## src/rtl/rdimm_shift_pkg.sv

```systemverilog
package rdimm_shift_pkg;
  localparam int CFG_W   = 4;
  localparam int RD_BIT  = 0;
  localparam int MUX_BIT = 1;
  localparam int WR_BIT  = 2;
  localparam int CMD_BIT = 3;

  typedef struct packed {
    logic rdDly;
    logic muxDly;
    logic wrExtend;
    logic cmdDly;
  } shiftStrobes_t;
endpackage

```

## src/rtl/opt_delay.sv

```systemverilog
module opt_delay #(
  parameter int W = 1,
  parameter logic [W-1:0] RST_VAL = '0
) (
  input  logic         clk,
  input  logic         rstN,
  input  logic         useDelay,
  input  logic [W-1:0] d,
  output logic [W-1:0] q
);
  logic [W-1:0] held;

  always_ff @(posedge clk or negedge rstN) begin
    if (!rstN) held <= RST_VAL;
    else       held <= d;
  end

  assign q = useDelay ? held : d;
endmodule

```

## src/rtl/shift_ctrl.sv

```systemverilog
module shift_ctrl
  import rdimm_shift_pkg::*;
(
  input  logic             clk,
  input  logic             rstN,
  input  logic [CFG_W-1:0] cfgWord,
  input  logic             seqWrEn,
  output shiftStrobes_t    strobes
);
  logic wasEn;

  always_ff @(posedge clk or negedge rstN) begin
    if (!rstN) wasEn <= 1'b0;
    else       wasEn <= seqWrEn;
  end

  always_comb begin
    strobes.rdDly    = cfgWord[RD_BIT];
    strobes.muxDly   = cfgWord[MUX_BIT];
    strobes.cmdDly   = cfgWord[CMD_BIT];
    strobes.wrExtend = cfgWord[WR_BIT] & wasEn & ~seqWrEn;
  end
endmodule

```

## src/rtl/shift_datapath.sv

```systemverilog
module shift_datapath
  import rdimm_shift_pkg::*;
#(
  parameter int DATA_W = 16,
  parameter int ADDR_W = 14
) (
  input  logic              clk,
  input  logic              rstN,
  input  shiftStrobes_t     strobes,
  input  logic              seqRdCapture,
  input  logic              seqMuxSel,
  input  logic [1:0]        seqMuxCke,
  input  logic [DATA_W-1:0] seqWrData,
  input  logic              seqWrEn,
  input  logic [1:0]        seqRasN,
  input  logic [1:0]        seqCasN,
  input  logic [1:0]        seqWeN,
  input  logic [1:0]        seqAddrLo,
  input  logic [ADDR_W-2:0] seqAddrHi,
  input  logic [1:0]        seqBank,
  output logic              pinRdCapture,
  output logic              pinMuxSel,
  output logic [1:0]        pinMuxCke,
  output logic [DATA_W-1:0] pinWrData,
  output logic              pinWrOe,
  output logic [1:0]        pinRasN,
  output logic [1:0]        pinCasN,
  output logic [1:0]        pinWeN,
  output logic [1:0]        pinAddrLo,
  output logic [ADDR_W-2:0] pinAddrHi,
  output logic [1:0]        pinBank
);
  localparam int MUX_W = 3;
  localparam int CMD_W = 10 + (ADDR_W - 1);

  logic [CMD_W-1:0]  cmdIn, cmdOut;
  logic [MUX_W-1:0]  muxOut;
  logic [DATA_W-1:0] lastData;

  opt_delay #(.W(1), .RST_VAL(1'b0)) u_rd (
    .clk(clk), .rstN(rstN), .useDelay(strobes.rdDly),
    .d(seqRdCapture), .q(pinRdCapture)
  );

  opt_delay #(.W(MUX_W), .RST_VAL('0)) u_mux (
    .clk(clk), .rstN(rstN), .useDelay(strobes.muxDly),
    .d({seqMuxSel, seqMuxCke}), .q(muxOut)
  );
  assign {pinMuxSel, pinMuxCke} = muxOut;

  assign cmdIn = {seqRasN, seqCasN, seqWeN, seqAddrLo, seqAddrHi, seqBank};
  opt_delay #(.W(CMD_W), .RST_VAL({CMD_W{1'b1}})) u_cmd (
    .clk(clk), .rstN(rstN), .useDelay(strobes.cmdDly),
    .d(cmdIn), .q(cmdOut)
  );
  assign {pinRasN, pinCasN, pinWeN, pinAddrLo, pinAddrHi, pinBank} = cmdOut;

  // last beat of the current burst, held for the stretched cycle
  always_ff @(posedge clk or negedge rstN) begin
    if (!rstN)        lastData <= '0;
    else if (seqWrEn) lastData <= seqWrData;
  end

  assign pinWrOe   = seqWrEn | strobes.wrExtend;
  assign pinWrData = strobes.wrExtend ? lastData : seqWrData;
endmodule

```

## src/rtl/sdram_pin_retimer.sv

```systemverilog
module sdram_pin_retimer
  import rdimm_shift_pkg::*;
#(
  parameter int DATA_W = 16,
  parameter int ADDR_W = 14
) (
  input  logic              clk,
  input  logic              rstN,
  input  logic [3:0]        cfgWord,
  input  logic              seqRdCapture,
  input  logic              seqMuxSel,
  input  logic [1:0]        seqMuxCke,
  input  logic [DATA_W-1:0] seqWrData,
  input  logic              seqWrEn,
  input  logic [1:0]        seqRasN,
  input  logic [1:0]        seqCasN,
  input  logic [1:0]        seqWeN,
  input  logic [1:0]        seqAddrLo,
  input  logic [ADDR_W-2:0] seqAddrHi,
  input  logic [1:0]        seqBank,
  output logic              pinRdCapture,
  output logic              pinMuxSel,
  output logic [1:0]        pinMuxCke,
  output logic [DATA_W-1:0] pinWrData,
  output logic              pinWrOe,
  output logic [1:0]        pinRasN,
  output logic [1:0]        pinCasN,
  output logic [1:0]        pinWeN,
  output logic [1:0]        pinAddrLo,
  output logic [ADDR_W-2:0] pinAddrHi,
  output logic [1:0]        pinBank
);
  shiftStrobes_t strobes;

  shift_ctrl u_ctrl (
    .clk(clk), .rstN(rstN), .cfgWord(cfgWord),
    .seqWrEn(seqWrEn), .strobes(strobes)
  );

  shift_datapath #(.DATA_W(DATA_W), .ADDR_W(ADDR_W)) u_dp (
    .clk(clk), .rstN(rstN), .strobes(strobes),
    .seqRdCapture(seqRdCapture), .seqMuxSel(seqMuxSel), .seqMuxCke(seqMuxCke),
    .seqWrData(seqWrData), .seqWrEn(seqWrEn),
    .seqRasN(seqRasN), .seqCasN(seqCasN), .seqWeN(seqWeN),
    .seqAddrLo(seqAddrLo), .seqAddrHi(seqAddrHi), .seqBank(seqBank),
    .pinRdCapture(pinRdCapture), .pinMuxSel(pinMuxSel), .pinMuxCke(pinMuxCke),
    .pinWrData(pinWrData), .pinWrOe(pinWrOe),
    .pinRasN(pinRasN), .pinCasN(pinCasN), .pinWeN(pinWeN),
    .pinAddrLo(pinAddrLo), .pinAddrHi(pinAddrHi), .pinBank(pinBank)
  );
endmodule

```

## config.mk

```make
export PLATFORM = sky130hd
export DESIGN_NAME = sdram_pin_retimer
export DESIGN_NICKNAME = d
export VERILOG_FILES = /design/src/rtl/rdimm_shift_pkg.sv /design/src/rtl/opt_delay.sv /design/src/rtl/shift_ctrl.sv /design/src/rtl/shift_datapath.sv /design/src/rtl/sdram_pin_retimer.sv
export SDC_FILE = /design/constraint.sdc
export NUM_CORES = 1
export LEC_CHECK = 0
export ABC_AREA = 0
export BUFFER_PORTS_ARGS = -buffer_cell sky130_fd_sc_hd__buf_2
export CAP_MARGIN = 20
export CORE_ASPECT_RATIO = 0.8
export CORE_MARGIN = 4
export CORE_UTILIZATION = 51
export CTS_BUF_LIST = sky130_fd_sc_hd__clkbuf_4
export DETAILED_ROUTE_END_ITERATION = 6
export GPL_TIMING_DRIVEN = 0
export HOLD_SLACK_MARGIN = 0.15
export PLACE_DENSITY = 0.88
export SLEW_MARGIN = 0
export SYNTH_ARGS = -nofsm -noshare
export SYNTH_HDL_FRONTEND = slang
export SYNTH_SLANG_ARGS = --single-unit
```

## constraint.sdc

```tcl
create_clock -name clk -period 2.92 [get_ports clk]
set_input_delay 0.584 -clock clk [delete_from_list [all_inputs] [get_ports clk]]
set_output_delay 0.584 -clock clk [all_outputs]
set_load 0.1 [all_outputs]
```

==> results of run 1 <==
## path summary, 6_finish.rpt
| path | to | slack [ns] | depth (start not counted) |
|---|---|---|---|
| max | pinWrData[2] | 0.49 | 6 |
| min | u_dp.u_cmd.held[17] | 0.32 | 1 |
| max reg2reg | u_dp.lastData[2] | 2.15 | 1 |
| min reg2reg | u_dp.lastData[10] | 0.52 | 1 |
| max in group asynchronous | u_dp.lastData[10] | 2.01 | 1 |
| min in group asynchronous | u_dp.lastData[12] | 0.35 | 1 |
## through the flow
step / instance area [um^2] / setup slack (ns) / power (W) / cells / utilization
3_5_place_dp: 2410 / 0.478 / 0.00125 / 245 / 0.691
5_1_grt: 2470 / 0.443 / 0.00160 / 253 / 0.707
4_1_cts: 2470 / 0.477 / 0.00154 / 253 / 0.707
6_report: 2470 / 0.490 / 0.00152 / 253 / 0.707
3_3_place_gp: 2410 / 0.493 / 0.00124 / 245 / 0.691
2_1_floorplan: 1900 / 0.779 / 0.00114 / 110 / -
## layer usage
layer	part of all wire	up-vias
met4	0.012	0
met1	0.39	599
met2	0.51	50
li1	-	597
met3	0.089	6
met5	0	-
## power by group through the flow
stage                     registers, W  clock network [W]  logic (W)
final                         0.000680           0.000290   0.000553
after global routing          0.000685           0.000339   0.000575
after CTS                     0.000681           0.000304   0.000558
after floorplan               0.000685                  0   0.000456
after global placement        0.000688                  0   0.000550
after detailed placement      0.000691                  0   0.000557
## cells in the final DEF, fill, tap and decap left out, drive strengths merged
master	n
buf	98
mux2	59
dfstp	23
dfrtp	21
clkbuf	6
nand3b	1
a21o	1
inv	1
clkinv	1
## cell type report
class,instances,share of cell area
Clock inverter,2,0.00456
Tap cell,42,0.0213
Timing Repair Buffer,93,0.188
Buffer,5,0.0152
Sequential cell,44,0.457
Multi-Input combinational cell,61,0.295
Clock buffer,6,0.0182
## state kept, by name, summed over array words and instances, names as in the netlist
| signal | flops |
|---|---|
| u_dp.u_cmd.held | 23 |
| u_ctrl.wasEn | 1 |
| u_dp.lastData | 16 |
| u_dp.u_mux.held | 3 |
| u_dp.u_rd.held | 1 |
## critical path, stage by stage
cell	delay [ns]
buf_2	0.11
buf_6	0.13
nand3b_4	0.21
buf_6	0.19
mux2_4	0.20
buf_2	0.42
## kinds of logic (layout without fill, tap and decap cells)
group	after synthesis	count (layout)	synth area share
DFF	44	44	0.596
muxes	59	59	0.370
AOI/OAI and AO/OA	1	1	0.00396
buffers and inverters	5	106	0.0198
and+or+nand+nor	1	1	0.0106
==> flow_summary.yaml, run 1 <==
run_status:
  outcome: "complete, no violations"
routing:
  wire_per_inst_um: 15.0
  dr.pass1.iters: 2
  drt_wl_total_um: 3780
  drc_errors: 0
  vias: 1252
  ant_nets: 0
  vias_per_cell: 4.95
  drt_iter0_drc: 42
yosys:
  syn_area_per_cell_um2: 17.2
  yosysUniqueCellTypes: 8
  synth_top_area_frac: 0.319
  synth_cells: 110
  async_reset_ff_frac: 1.00
  synth_area_leader_cell: "dfstp_2"
  ys_ff_latch: 44
  synth.most_common_cell: "mux2_2"
  syn_area_um2: 1900
  synth_ff_type: "dfstp_2"
  synth_seq_area_share: 0.596
  syn_nets: 160
  synth.area.top_cells: "dfstp_2, mux2_2, dfrtp_1, mux2_4, buf_6"
  ys_top_cells_by_count: "mux2_2, dfstp_2, dfrtp_1"
  synth_edf_count: 0
  yosysWarnings: 0
clocking:
  cts_resized: 0
  numCtsBuffers: 5
  cts_htree_levels: 2
  clk_pin_slew_worst_paths_ns: 0.13
  cts_tree: "done"
  numClockSinks: 44
  insertion_delay_ns: 0.34
  post_cts_buffers: 0
  root_buffer: "clkbuf_4"
  holdBufCountCts: 0
  cts_max_path_buffers: 2
job:
  cap_violations: 0
global_routing:
  met1_usage: 0.186
  grt_busiest_layer: "met2"
  antenna_found_initial: 0
  grt_max_degree: 45
  use_met2: 0.287
  grt_pass1_vias: 1432
  track_usage: 0.168
  overflow: 0
  grtUsageMet3: 0.0821
  grt_pass1_wl_um: 6440
sta:
  finalSetupViolCount: 0
  relSlewSlack: 0.396
  slew_violations: 0
  fin_crit_ns: 2.43
  whs_ns: 0.320
  hold_viol_final: 0
  period_share: 0.832
  max_freq_ghz: 0.411
  skew_ns: 0
  rsz0062_at_grt: "false"
  worstMarginPinSlew_ns: 0.905
  setup_tns_ns: 0
worst_hold_path:
  holdCritStartpoint: "seqWeN[0]"
  hp-class: "input pin to register"
place:
  gp_congestion: 0.710
  portBuffers: 93
  hpwl_um: 2970
floorplan:
  die_x_um: 76.2
  die_h_um: 62.5
  start_util: 0.543
  num_io_pins: 94
  core-area_um2: 3490
  die_area_um2: 4760
  rows: 19
layout:
  multiInputGateArea_um2: 729
  antennaDiodeCount: 0
  num-fill-cells: 253
  syn2layout_area_growth_pct: 30.3
  fin_nets: 260
  seq_area_um2: 1130
  drive_gt1_frac: 0.896
worst_setup_path:
  arrival_ns: 1.85
  critPathKind: "input pin to output pin"
  cp.required_ns: 2.34
  regToRegStartpoint: "u_dp.lastData[2]"
  setup.worst_path.start: "seqWrEn"
  cp-start-kind: "input pin"
  crit_fanout: 10
  end_kind: "output pin"
pwr:
  swShare: 0.414
  leakage_nw: 1.22
  p_seq_frac: 0.446
  comb_power_share: 0.363
  p_switching_w: 0.000630
  power_density_nw_per_um2: 616
  p_clk_frac: 0.190
  irDropWorstVdd_mv: 0.424
  p_int_w: 0.000893
No activity file was read; power rests on OpenSTA's default activity.
==> inputs of run 2 (changes only) <==
CORE_UTILIZATION = 42   (was 51)
PLACE_DENSITY = 0.77   (was 0.88)
clock period = 2.15 ns   (was 2.92 ns; I/O delays follow)
==> run 2 against run 1 <==
Combinational power grew 43%. Die area grew 19%. Sequential power grew 36%. Register-to-register slack lost 0.78 ns. Global-route usage shrank 3.0 points. Via count grew 6.5%. Clock power grew 30%. Final cell count grew 12%. Count of clock-buffer cells in the layout is the same. Wire length grew 11%. Total power grew 37%.
==> flow_summary.yaml, run 2 (synthesis results as in run 1) <==
pwr:
  leakage_nw: 1.30
  irDropWorstVdd_mv: 0.471
  power_density_nw_per_um2: 778
  comb_power_share: 0.379
  p_int_w: 0.00124
  p_seq_frac: 0.441
  swShare: 0.408
  p_clk_frac: 0.181
  p_switching_w: 0.000855
worst_setup_path:
  end_kind: "output pin"
  reg2reg_slack_ns: 1.37
  slowest_stage: "dlygate4sd3_1"
  crit_fanout: 2
  cp.required_ns: 1.72
  worst-path-buf-inv: 3
  critPathKind: "input pin to output pin"
  path_delay_family: "buffers and inverters"
  crit_top_cell: "buf_2"
  arrival_ns: 1.68
  path_cells: "dlygate4sd3_1 > buf_2 > mux2_2 > buf_2"
  cp-start-kind: "input pin"
  cp_slowest_stage_delay_ns: 0.56
sta:
  finalSetupViolCount: 0
  setup_tns_ns: 0
  period_share: 0.979
  worstMarginPinSlew_ns: 0.521
  fin_crit_ns: 2.11
  skew_ns: 0
  slew_violations: 0
  max_freq_ghz: 0.475
  whs_ns: 0.186
  hold_viol_final: 0
  relSlewSlack: 0.653
  rsz0062_at_grt: "false"
layout:
  seq_area_um2: 1130
  multiInputGateArea_um2: 729
  largest-register: "u_dp.u_cmd.held"
  fin_nets: 276
  largest_register_ffs: 23
  num-fill-cells: 350
  layout_common_cells: "buf_2, mux2_2, dfstp_2, dfrtp_1, dlygate4sd3_1"
  largest_registers: "u_dp.u_cmd.held: 23 flops, u_dp.lastData: 16 flops, u_dp.u_mux.held: 3 flops"
  syn2layout_area_growth_pct: 42.0
  antennaDiodeCount: 0
  final_common_cell: "buf_2"
  drive_gt1_frac: 0.828
floorplan:
  num_io_pins: 94
  core-area_um2: 4280
  die_x_um: 83.1
  die_h_um: 68.1
  start_util: 0.443
  rows: 21
  die_area_um2: 5660
global_routing:
  grt_pass1_vias: 1296
  overflow: 0
  met1_usage: 0.170
  grt_pass1_wl_um: 6090
  antenna_found_initial: 0
  grtUsageMet3: 0.0385
  track_usage: 0.138
  grt_max_degree: 45
  use_met2: 0.231
  grt_busiest_layer: "met2"
job:
  cap_violations: 0
place:
  portBuffers: 93
  gp_congestion: 0.708
  hpwl_um: 2900
routing:
  drt_wl_total_um: 4190
  ant_nets: 0
  dr.pass1.iters: 3
  drc_errors: 0
  drt_iter0_drc: 17
  vias_per_cell: 4.70
  wire_per_inst_um: 14.7
  vias: 1334
clocking:
  numClockSinks: 44
  cts_tree: "done"
  cts_htree_levels: 2
  root_buffer: "clkbuf_4"
  clk_pin_slew_worst_paths_ns: 0.12
  cts_max_path_buffers: 2
  numCtsBuffers: 5
  insertion_delay_ns: 0.33
worst_hold_path:
  hp-class: "input pin to register"
run_status:
  outcome: "complete, no violations"
==> run 2: power groups by stage <==
| stage | sequential (W) | combinational [W] | clock (W) |
|---|---|---|---|
| 2_1_floorplan | 0.000930 | 0.000620 | 0 |
| 3_3_place_gp | 0.000934 | 0.000753 | 0 |
| 3_5_place_dp | 0.000937 | 0.000757 | 0 |
| 4_1_cts | 0.000923 | 0.000769 | 0.000401 |
| 5_1_grt | 0.000929 | 0.000824 | 0.000437 |
| 6_report | 0.000923 | 0.000793 | 0.000378 |
==> run 2: routing by layer <==
layer | up-vias | routed length (um)
met5 | - | 0
met4 | 0 | 62
met3 | 6 | 244
met2 | 47 | 2200
met1 | 650 | 1680
li1 | 631 | -
==> run 2: per-stage QoR <==
stage               instance area (um^2)  setup WS (ns)  cells   util  total power [W]
floorplan                           1900          0.317    110      -          0.00155
global placement                    2430        0.00706    260  0.568          0.00169
detailed placement                  2430      0.0000996    260  0.568          0.00169
CTS                                 2510         0.0278    268  0.586          0.00209
global route                        2690         0.0111    284  0.629          0.00219
finish                              2690         0.0443    284  0.629          0.00209
==> run 2: layout make-up <==
class,instances,share of cell area
clock inverter,2,0.00279
clock buffer,6,0.0167
buffer,5,0.0153
sequential,44,0.420
tap,57,0.0265
timing repair buffer,109,0.248
multi-input combinational,61,0.271
==> run 2: worst paths after layout <==
check | from | cells past startpoint | to
worst max register to register | u_dp.lastData[0] | 1 | u_dp.lastData[0]
worst min register to register | u_dp.lastData[15] | 1 | u_dp.lastData[15]
min in group asynchronous | rstN | 2 | u_dp.lastData[9]
worst min-delay path | seqAddrHi[6] | 1 | u_dp.u_cmd.held[8]
worst max-delay path | seqBank[0] | 4 | pinBank[0]
max in group asynchronous | rstN | 3 | u_dp.u_cmd.held[19]
==> run 2: timing repair <==
action                                 CTS  global route
resized for setup                       10             1
setup endpoints to repair               10             4
hold buffers                             0            15
buffers inserted                         0             0
endpoints found under the hold margin    0            26
